<file path="src/rtl/slp_pkg.sv">
package slp_pkg;
  typedef struct packed {
    logic data;
    logic valid;
  } cell_t;
endpackage

</file>
<file path="src/rtl/slp_edge_det.sv">
module slp_edge_det (
  input  logic clk_i,
  input  logic rst_ni,
  input  logic sig_i,
  input  logic idle_i,
  output logic rise_o,
  output logic fall_o
);
  logic prev_q;

  always_ff @(posedge clk_i or negedge rst_ni) begin
    if (!rst_ni) prev_q <= idle_i;
    else         prev_q <= sig_i;
  end

  assign rise_o = sig_i & ~prev_q;
  assign fall_o = ~sig_i & prev_q;
endmodule

</file>
<file path="src/rtl/slp_front.sv">
module slp_front
  import slp_pkg::*;
(
  input  logic  clk_i,
  input  logic  rst_ni,
  input  logic  data_i,
  input  logic  shift_rise_i,
  input  logic  store_rise_i,
  input  logic  clr_fall_i,
  output cell_t chain_in_o
);
  cell_t sh_q, pre_q, sh_nx, pre_nx;
  logic  pend_q, pend_nx, clr_now;

  // armed clear is consumed by the next shift strobe
  assign clr_now = pend_q & shift_rise_i;

  always_comb begin
    sh_nx = sh_q;
    if (shift_rise_i) sh_nx = '{data: data_i, valid: 1'b1};
    pre_nx = pre_q;
    if (store_rise_i) pre_nx = sh_nx;
    else if (clr_now) pre_nx = '0;
    pend_nx = pend_q;
    if (clr_fall_i)        pend_nx = 1'b1;
    else if (shift_rise_i) pend_nx = 1'b0;
  end

  assign chain_in_o = clr_now ? cell_t'('0) : pre_q;

  always_ff @(posedge clk_i or negedge rst_ni) begin
    if (!rst_ni) begin
      sh_q   <= '0;
      pre_q  <= '0;
      pend_q <= 1'b0;
    end else begin
      sh_q   <= sh_nx;
      pre_q  <= pre_nx;
      pend_q <= pend_nx;
    end
  end
endmodule

</file>
<file path="src/rtl/slp_out_chain.sv">
module slp_out_chain
  import slp_pkg::*;
#(
  parameter int WIDTH = 8
) (
  input  logic             clk_i,
  input  logic             rst_ni,
  input  logic             adv_i,
  input  cell_t            in_i,
  output logic [WIDTH-1:0] data_o,
  output logic [WIDTH-1:0] valid_o
);
  cell_t stage_q [WIDTH];

  for (genvar i = 0; i < WIDTH; i++) begin : g_stage
    cell_t src;
    if (i == 0) begin : g_head
      assign src = in_i;
    end else begin : g_body
      assign src = stage_q[i-1];
    end
    always_ff @(posedge clk_i or negedge rst_ni) begin
      if (!rst_ni)    stage_q[i] <= '0;
      else if (adv_i) stage_q[i] <= src;
    end
    assign data_o[i]  = stage_q[i].data;
    assign valid_o[i] = stage_q[i].valid;
  end
endmodule

</file>
<file path="src/rtl/slp_latch.sv">
module slp_latch
  import slp_pkg::*;
#(
  parameter int WIDTH = 8
) (
  input  logic             clk_i,
  input  logic             rst_ni,
  input  logic             data_i,
  input  logic             shift_stb_i,
  input  logic             store_stb_i,
  input  logic             clr_ni,
  input  logic             oe_ni,
  output logic [WIDTH-1:0] q_o,
  output logic [WIDTH-1:0] q_valid_o
);
  logic  shift_rise, store_rise, clr_fall;
  logic  unused_shift_fall, unused_store_fall, unused_clr_rise;
  logic [WIDTH-1:0] q_raw;
  cell_t chain_in;

  slp_edge_det u_shift_ed (
    .clk_i, .rst_ni, .sig_i(shift_stb_i), .idle_i(1'b0),
    .rise_o(shift_rise), .fall_o(unused_shift_fall)
  );
  slp_edge_det u_store_ed (
    .clk_i, .rst_ni, .sig_i(store_stb_i), .idle_i(1'b0),
    .rise_o(store_rise), .fall_o(unused_store_fall)
  );
  slp_edge_det u_clr_ed (
    .clk_i, .rst_ni, .sig_i(clr_ni), .idle_i(1'b1),
    .rise_o(unused_clr_rise), .fall_o(clr_fall)
  );

  slp_front u_front (
    .clk_i, .rst_ni, .data_i,
    .shift_rise_i(shift_rise), .store_rise_i(store_rise),
    .clr_fall_i(clr_fall), .chain_in_o(chain_in)
  );

  slp_out_chain #(.WIDTH(WIDTH)) u_chain (
    .clk_i, .rst_ni, .adv_i(store_rise), .in_i(chain_in),
    .data_o(q_raw), .valid_o(q_valid_o)
  );

  assign q_o = oe_ni ? '0 : q_raw;
endmodule

</file>
<file path="config.mk">
export PLATFORM = sky130hd
export DESIGN_NAME = slp_latch
export DESIGN_NICKNAME = d
export VERILOG_FILES = /design/src/rtl/slp_pkg.sv /design/src/rtl/slp_edge_det.sv /design/src/rtl/slp_front.sv /design/src/rtl/slp_out_chain.sv /design/src/rtl/slp_latch.sv
export SDC_FILE = /design/constraint.sdc
export NUM_CORES = 1
export LEC_CHECK = 0
export ABC_AREA = 1
export CORE_ASPECT_RATIO = 0.7
export CORE_MARGIN = 2
export CORE_UTILIZATION = 51
export CTS_BUF_LIST = sky130_fd_sc_hd__clkbuf_2 sky130_fd_sc_hd__clkbuf_4 sky130_fd_sc_hd__clkbuf_8
export DETAILED_ROUTE_END_ITERATION = 6
export PLACE_DENSITY = 0.86
export SYNTH_ARGS = -nofsm -noshare
export SYNTH_HDL_FRONTEND = slang
export SYNTH_SLANG_ARGS = --single-unit
</file>
<file path="constraint.sdc">
create_clock -name clk_i -period 1.3 [get_ports clk_i]
set_clock_uncertainty 0.2 [all_clocks]
set_input_delay 0.13 -clock clk_i [delete_from_list [all_inputs] [get_ports clk_i]]
set_output_delay 0.13 -clock clk_i [all_outputs]
set_load 0.05 [all_outputs]
</file>
==> results.py, run 1 <==
metrics = {
    "floorplan": {
        "fp.dieArea_um2": 2390,
        "fp.dieW_um": 57.6,
        "placementRows": 13,
        "ios": 23,
        "die_h_um": 41.6,
        "start_util_pct": 54.9,
        "core_area_um2": 1870,
    },
    "hold_path": {
        "worstHoldStart": "clr_ni",
        "worst_hold_path.num_cells": 1,
        "hold_class": "in2reg",
    },
    "logic_synthesis": {
        "ys_seq_area_share_pct": 58.6,
        "synthTopCellsByCount": "nand2_1 (29), dfrtp_1 (23), inv_1 (15)",
        "synthArstFlopShare_pct": 100,
        "synthesis.area_um2": 1030,
        "syn_nets": 113,
        "netlist.area_leader.share_pct": 56.0,
        "synth_cell_type_count": 18,
        "synth_top_cell_by_area": "dfrtp_1",
        "synth_flop_cell": "dfrtp_1",
        "synth_seq_cells": 24,
        "syn_avg_cell_area_um2": 9.69,
        "synth_edf_count": 0,
        "synth.most_common_cell": "nand2_1",
        "yosysWarnings": 0,
        "synth_area_leaders": "dfrtp_1 (56%), nand2_1 (11%), o21ai_2 (10%), inv_1 (5.5%), nor2_1 (3.3%)",
        "synth_cells": 106,
    },
    "cells_and_area": {
        "fillCellCount": 71,
        "antenna_cells": 0,
        "nets": 157,
        "multi_input_area_um2": 372,
        "postLayoutCellArea_um2": 1700,
        "final_cells": 171,
        "seqCellArea_um2": 602,
        "area_growth_pct": 65.5,
        "drive_gt1_share_pct": 49.0,
    },
    "sta": {
        "finalCritPeriodShare_pct": 109,
        "slew_headroom_pct": 86.4,
        "max_freq_mhz": 709,
        "setup_ws_ns": -0.111,
        "rsz0062_at_grt": "yes",
        "whs_ns": 0.0226,
        "worst_pin_slew_ns": 0.203,
        "hold_viol": 0,
        "drv_slew": 0,
        "finalSetupViolCount": 9,
        "finalCriticalPeriod_ns": 1.41,
    },
    "power": {
        "intPower_mw": 1.71,
        "p_clk_share_pct": 21.2,
        "peakVddDrop_mv": 1.25,
        "cellLeakagePower_nw": 0.811,
        "seq_power_share_pct": 36.6,
        "net-switching-power_mw": 0.963,
        "power_density_nw_per_um2": 1570,
        "swShare_pct": 36.1,
        "combPwrFrac_pct": 42.2,
        "total_power_mw": 2.67,
    },
    "detailed_routing": {
        "wirelength_um": 3030,
        "drtAntennaViolNets": 0,
        "post_drt_wl_per_cell_um": 17.7,
        "vias": 925,
        "drcViolationCount": 0,
        "dr.first_iter.drc_count": 30,
        "viasPerCell": 5.41,
        "dr.pass1.iters": 4,
    },
    "clock_tree": {
        "cts_root_buf": "clkbuf_4",
        "htreeDepth": 1,
        "clock_latency_ns": 0.34,
        "clk_pin_slew_worst_paths_ns": 0.16,
        "numCtsBuffers": 3,
        "cts.sinks": 24,
        "cts_tree": "done",
        "clock_path_buffers": 2,
    },
    "grt": {
        "overflow": 0,
        "grt_use_total_pct": 21.7,
        "antenna_found_initial": 0,
        "grt_pass1_vias": 848,
        "grt_max_degree": 25,
        "grt_pass1_wl_um": 3950,
    },
    "critical_path": {
        "crit_type": "reg2out",
        "arrival_ns": 1.08,
        "end_kind": "primary output",
        "cp.required_ns": 0.97,
        "path_max_fanout": 2,
        "start_kind": "flip-flop",
        "regToRegStartpoint": "u_shift_ed.prev_q$_DFF_PN0_",
        "crit_path_start": "u_chain.data_o[6]$_DFFE_PN0P_",
        "reg2reg_depth": 4,
    },
    "placed_design": {
        "dpl_cell_area_um2": 1490,
        "gp_congestion": 0.729,
        "port_buffers": 22,
        "dp_slack_ns": -0.105,
        "dp_hpwl_um": 1440,
        "dp.cells": 152,
    },
    "run": {
        "drv_cap": 0,
    },
    "status": {
        "violations": "negative setup slack",
        "outcome": "finished with violations",
    },
}
==> what timing repair did <==
action,4_1_cts,5_1_grt
setup buffers,6,8
setup endpoints to repair,8,13
hold buffers,1,0
endpoints found under the hold margin,23,0
gates resized for setup,19,0
pin swaps,3,4
==> cells in the final DEF (no fill, tap or decap), drive strengths merged <==
cell type	synthesis	routed
buf	3	36
nand2	30	30
dfrtp	23	23
inv	17	17
o21ai	13	13
nor2	9	9
nand3	7	7
clkdlybuf4s50	0	5
clkbuf	1	3
or2	1	1
and2	1	1
bufinv	0	1
dlygate4sd3	0	1
dlygate4sd2	0	1
dfstp	1	1
==> per-stage QoR <==
stage,utilization [%],TNS [ns]
after floorplan,-,-0.158
after global placement,79.5,-1.04
after detailed placement,79.5,-1.38
after CTS,87.7,-0.335
after global routing,90.9,-0.916
final,90.9,-0.565
==> kinds of logic after synthesis <==
group                  Yosys count  synth area share, %
buffers and inverters           21                 10.6
DFF                             24                 58.6
and+or+nand+nor                 48                 20.1
AOI/OAI and AO/OA               13                 10.7
==> worst max-delay path, stage by stage, from the launching register on <==
cell	delay, ns
dfrtp_1	0.41
inv_2	0.07
nor2_4	0.12
buf_12	0.15
==> path summary, 6_finish.rpt <==
path	endpoint	slack, ns
setup reg to reg	u_front.pre_q[0]$_DFF_PN0_	0.10
max in group asynchronous	u_clr_ed.prev_q$_DFF_PN1_	0.19
hold reg to reg	u_front.pend_q$_DFFE_PN0P_	0.33
setup / recovery	q_o[6]	-0.11
hold / removal	u_clr_ed.prev_q$_DFF_PN1_	0.02
min in group asynchronous	u_shift_ed.prev_q$_DFF_PN0_	0.47
==> flip-flops by register name (all words and copies together) (netlist names) <==
name               count
u_store_ed.prev_q      1
u_clr_ed.prev_q        1
u_front.pre_q          2
u_front.pend_q         1
u_shift_ed.prev_q      1
u_chain.valid_o        8
u_front.sh_q           2
u_chain.data_o         8
==> routing by layer <==
metal / share of wire (%) / vias to the layer above / GRT usage (%)
met5: 0 / - / 0
met4: 3.9 / 0 / 4.19
met3: 6.6 / 15 / 6.54
met2: 52 / 57 / 37.5
met1: 37 / 445 / 27.0
li1: - / 408 / -
==> cell type report <==
cell class,count,share of cell area [%]
inverters,17,3.90
repair buffers,43,34.1
clock inverters,1,1.77
multi-input cells,61,21.9
flip-flops and latches,24,35.4
clock buffers,3,1.32
well taps,22,1.62
==> power by group through the flow <==
stage | clock network [mW] | logic, mW | registers, mW
floorplan | 0 | 0.326 | 1.11
global placement | 0 | 0.894 | 0.972
detailed placement | 0 | 0.913 | 0.979
CTS | 0.547 | 1.01 | 0.973
global route | 0.584 | 1.17 | 0.987
finish | 0.566 | 1.13 | 0.977
No activity file was read; power rests on OpenSTA's default activity.
==> inputs of run 2 (changes only) <==
--- a/config.mk
+++ b/config.mk
@@ -12,6 +12,7 @@
 export CTS_BUF_LIST = sky130_fd_sc_hd__clkbuf_2 sky130_fd_sc_hd__clkbuf_4 sky130_fd_sc_hd__clkbuf_8
 export DETAILED_ROUTE_END_ITERATION = 6
 export PLACE_DENSITY = 0.86
+export SKIP_LAST_GASP = 1
 export SYNTH_ARGS = -nofsm -noshare
 export SYNTH_HDL_FRONTEND = slang
 export SYNTH_SLANG_ARGS = --single-unit
==> constraint.sdc (replaced) <==
create_clock -name clk_i -period 1.5 [get_ports clk_i]
set_clock_uncertainty 0.2 [all_clocks]
set_input_delay 0.15 -clock clk_i [delete_from_list [all_inputs] [get_ports clk_i]]
set_output_delay 0.15 -clock clk_i [all_outputs]
set_load 0.05 [all_outputs]
==> run 2 against run 1 <==
The run now ends clean. Setup slack improved by 0.12 ns. Routed wire length decreased by 41%. First-iteration DRC count shrank 37%. Count of clock-buffer cells in the layout rose by 1. Via count is 19% lower. Largest power group is now registers.
==> results.py, run 2 (synthesized netlist as in run 1, its figures left out) <==
metrics = {
    "sta": {
        "whs_ns": 0.0511,
        "finalCritPeriodShare_pct": 99.3,
        "worst_pin_slew_ns": 0.293,
        "max_freq_mhz": 672,
        "rsz0062_at_grt": "yes",
        "hold_viol": 0,
        "slew_headroom_pct": 80.5,
        "drv_slew": 0,
        "finalSetupViolCount": 0,
        "finalCriticalPeriod_ns": 1.49,
    },
    "floorplan": {
        "fp.dieArea_um2": 2390,
        "core_area_um2": 1870,
        "die_h_um": 41.6,
        "placementRows": 13,
        "start_util_pct": 54.9,
        "ios": 23,
        "fp.dieW_um": 57.6,
    },
    "grt": {
        "top_usage_layer": "met2",
        "grt_use_total_pct": 17.2,
        "grt_pass1_wl_um": 3110,
        "use_met1_pct": 21.9,
        "grt_max_degree": 25,
        "grt_pass1_vias": 720,
        "use_met3_pct": 7.79,
        "antenna_found_initial": 0,
        "overflow": 0,
        "grt_use_met2_pct": 27.7,
    },
    "detailed_routing": {
        "post_drt_wl_per_cell_um": 11.7,
        "dr.first_iter.drc_count": 19,
        "drtAntennaViolNets": 0,
        "viasPerCell": 4.91,
        "dr.pass1.iters": 5,
        "drcViolationCount": 0,
        "wirelength_um": 1790,
        "vias": 751,
    },
    "power": {
        "total_power_mw": 1.93,
        "peakVddDrop_mv": 1.08,
        "power_density_nw_per_um2": 1330,
        "cellLeakagePower_nw": 0.698,
    },
    "cells_and_area": {
        "drive_gt1_share_pct": 30.5,
        "area_growth_pct": 41.5,
        "nets": 139,
        "fillCellCount": 132,
        "antenna_cells": 0,
        "layout.cells.most_common": "nand2_1",
        "final_cell_mix": "nand2_1 (29), dfrtp_1 (23), buf_12 (16), inv_1 (15), o21ai_2 (12)",
        "final_util_pct": 77.7,
    },
    "hold_path": {
        "hold_class": "in2reg",
        "worst_hold_path.num_cells": 1,
    },
    "critical_path": {
        "r2r_slack_ns": 0.27,
        "start_kind": "input port",
        "path_max_fanout": 8,
        "reg2reg_depth": 5,
        "end_kind": "primary output",
        "cp.required_ns": 1.15,
        "arrival_ns": 1.14,
        "crit_type": "in2out",
    },
    "clock_tree": {
        "cts_tree": "done",
        "numCtsBuffers": 3,
        "cts_setup_buffers": 0,
        "clock_latency_ns": 0.32,
        "clk_pin_slew_worst_paths_ns": 0.12,
        "htreeDepth": 1,
        "cts_root_buf": "clkbuf_4",
        "clock_path_buffers": 2,
        "cts.sinks": 24,
        "cts.repair.resized": 0,
    },
    "placed_design": {
        "gp_congestion": 0.733,
        "dp_hpwl_um": 1370,
        "port_buffers": 22,
    },
    "run": {
        "drv_cap": 0,
    },
    "status": {
        "outcome": "complete, no violations",
    },
}
run 2: cell count changes in the layout (fill, tap and decap cells not counted), moves of 3 or more:
cell    delta
nor2_1     +8
buf_12     -3
inv_1      +7
nor2_4     -7
buf_4     -14
inv_2      -7
run 2: path summary, 6_finish.rpt:
| check | startpoint | endpoint |
|---|---|---|
| setup / recovery | oe_ni | q_o[0] |
| min in group asynchronous | rst_ni | u_store_ed.prev_q$_DFF_PN0_ |
| hold reg to reg | u_chain.data_o[1]$_DFFE_PN0P_ | u_chain.data_o[1]$_DFFE_PN0P_ |
| hold / removal | clr_ni | u_clr_ed.prev_q$_DFF_PN1_ |
| setup reg to reg | u_store_ed.prev_q$_DFF_PN0_ | u_front.pre_q[1]$_DFF_PN0_ |
| max in group asynchronous | rst_ni | u_clr_ed.prev_q$_DFF_PN1_ |
run 2: layout make-up:
class	count	area [µm²]	area share [%]
multi-input combinational	61	317	21.8
sequential	24	602	41.4
timing repair buffer	25	405	27.9
clock buffer	4	36.3	2.50
tap	22	27.5	1.89
inverter	17	66.3	4.56
run 2: power by group:
| part | internal, mW | total (mW) | switching [mW] | leakage, nW |
|---|---|---|---|---|
| sequential | 0.750 | 0.834 | 0.0836 | 0.301 |
| clock | 0.149 | 0.341 | 0.192 | 0.0210 |
| combinational | 0.339 | 0.756 | 0.417 | 0.376 |
run 2: critical path: stages:
cell and delay [ns]:
clkdlybuf4s50_1 0.54, nor2_1 0.27, buf_12 0.17
run 2: per-stage QoR:
stage / setup slack (ns) / cell area (µm²) / std cells / TNS, ns
floorplan: 0.126 / 1030 / 106 / 0
global placement: 0.0523 / 1410 / 148 / 0
detailed placement: 0.0182 / 1410 / 148 / 0
CTS: 0.0122 / 1450 / 153 / 0
global route: -0.0414 / 1450 / 153 / -0.189
finish: 0.0112 / 1450 / 153 / 0
run 2: repair_timing:
item | CTS | global route
hold buffers | 1 | 0
endpoints found under the setup margin | 0 | 8
hold endpoints to repair | 23 | 0
run 2: layer usage:
metal,vias up,routed length [µm]
met5,-,0
met4,0,0
met3,0,115
met2,21,876
met1,359,796
li1,371,-
==> inputs of run 3 (changes only) <==
--- a/config.mk
+++ b/config.mk
@@ -6,6 +6,7 @@
 export NUM_CORES = 1
 export LEC_CHECK = 0
 export ABC_AREA = 1
+export CAP_MARGIN = 20
 export CORE_ASPECT_RATIO = 0.7
 export CORE_MARGIN = 2
 export CORE_UTILIZATION = 51
==> results of run 3 <==
Same layout as run 2: the final DEF is identical, and so are final timing and power.
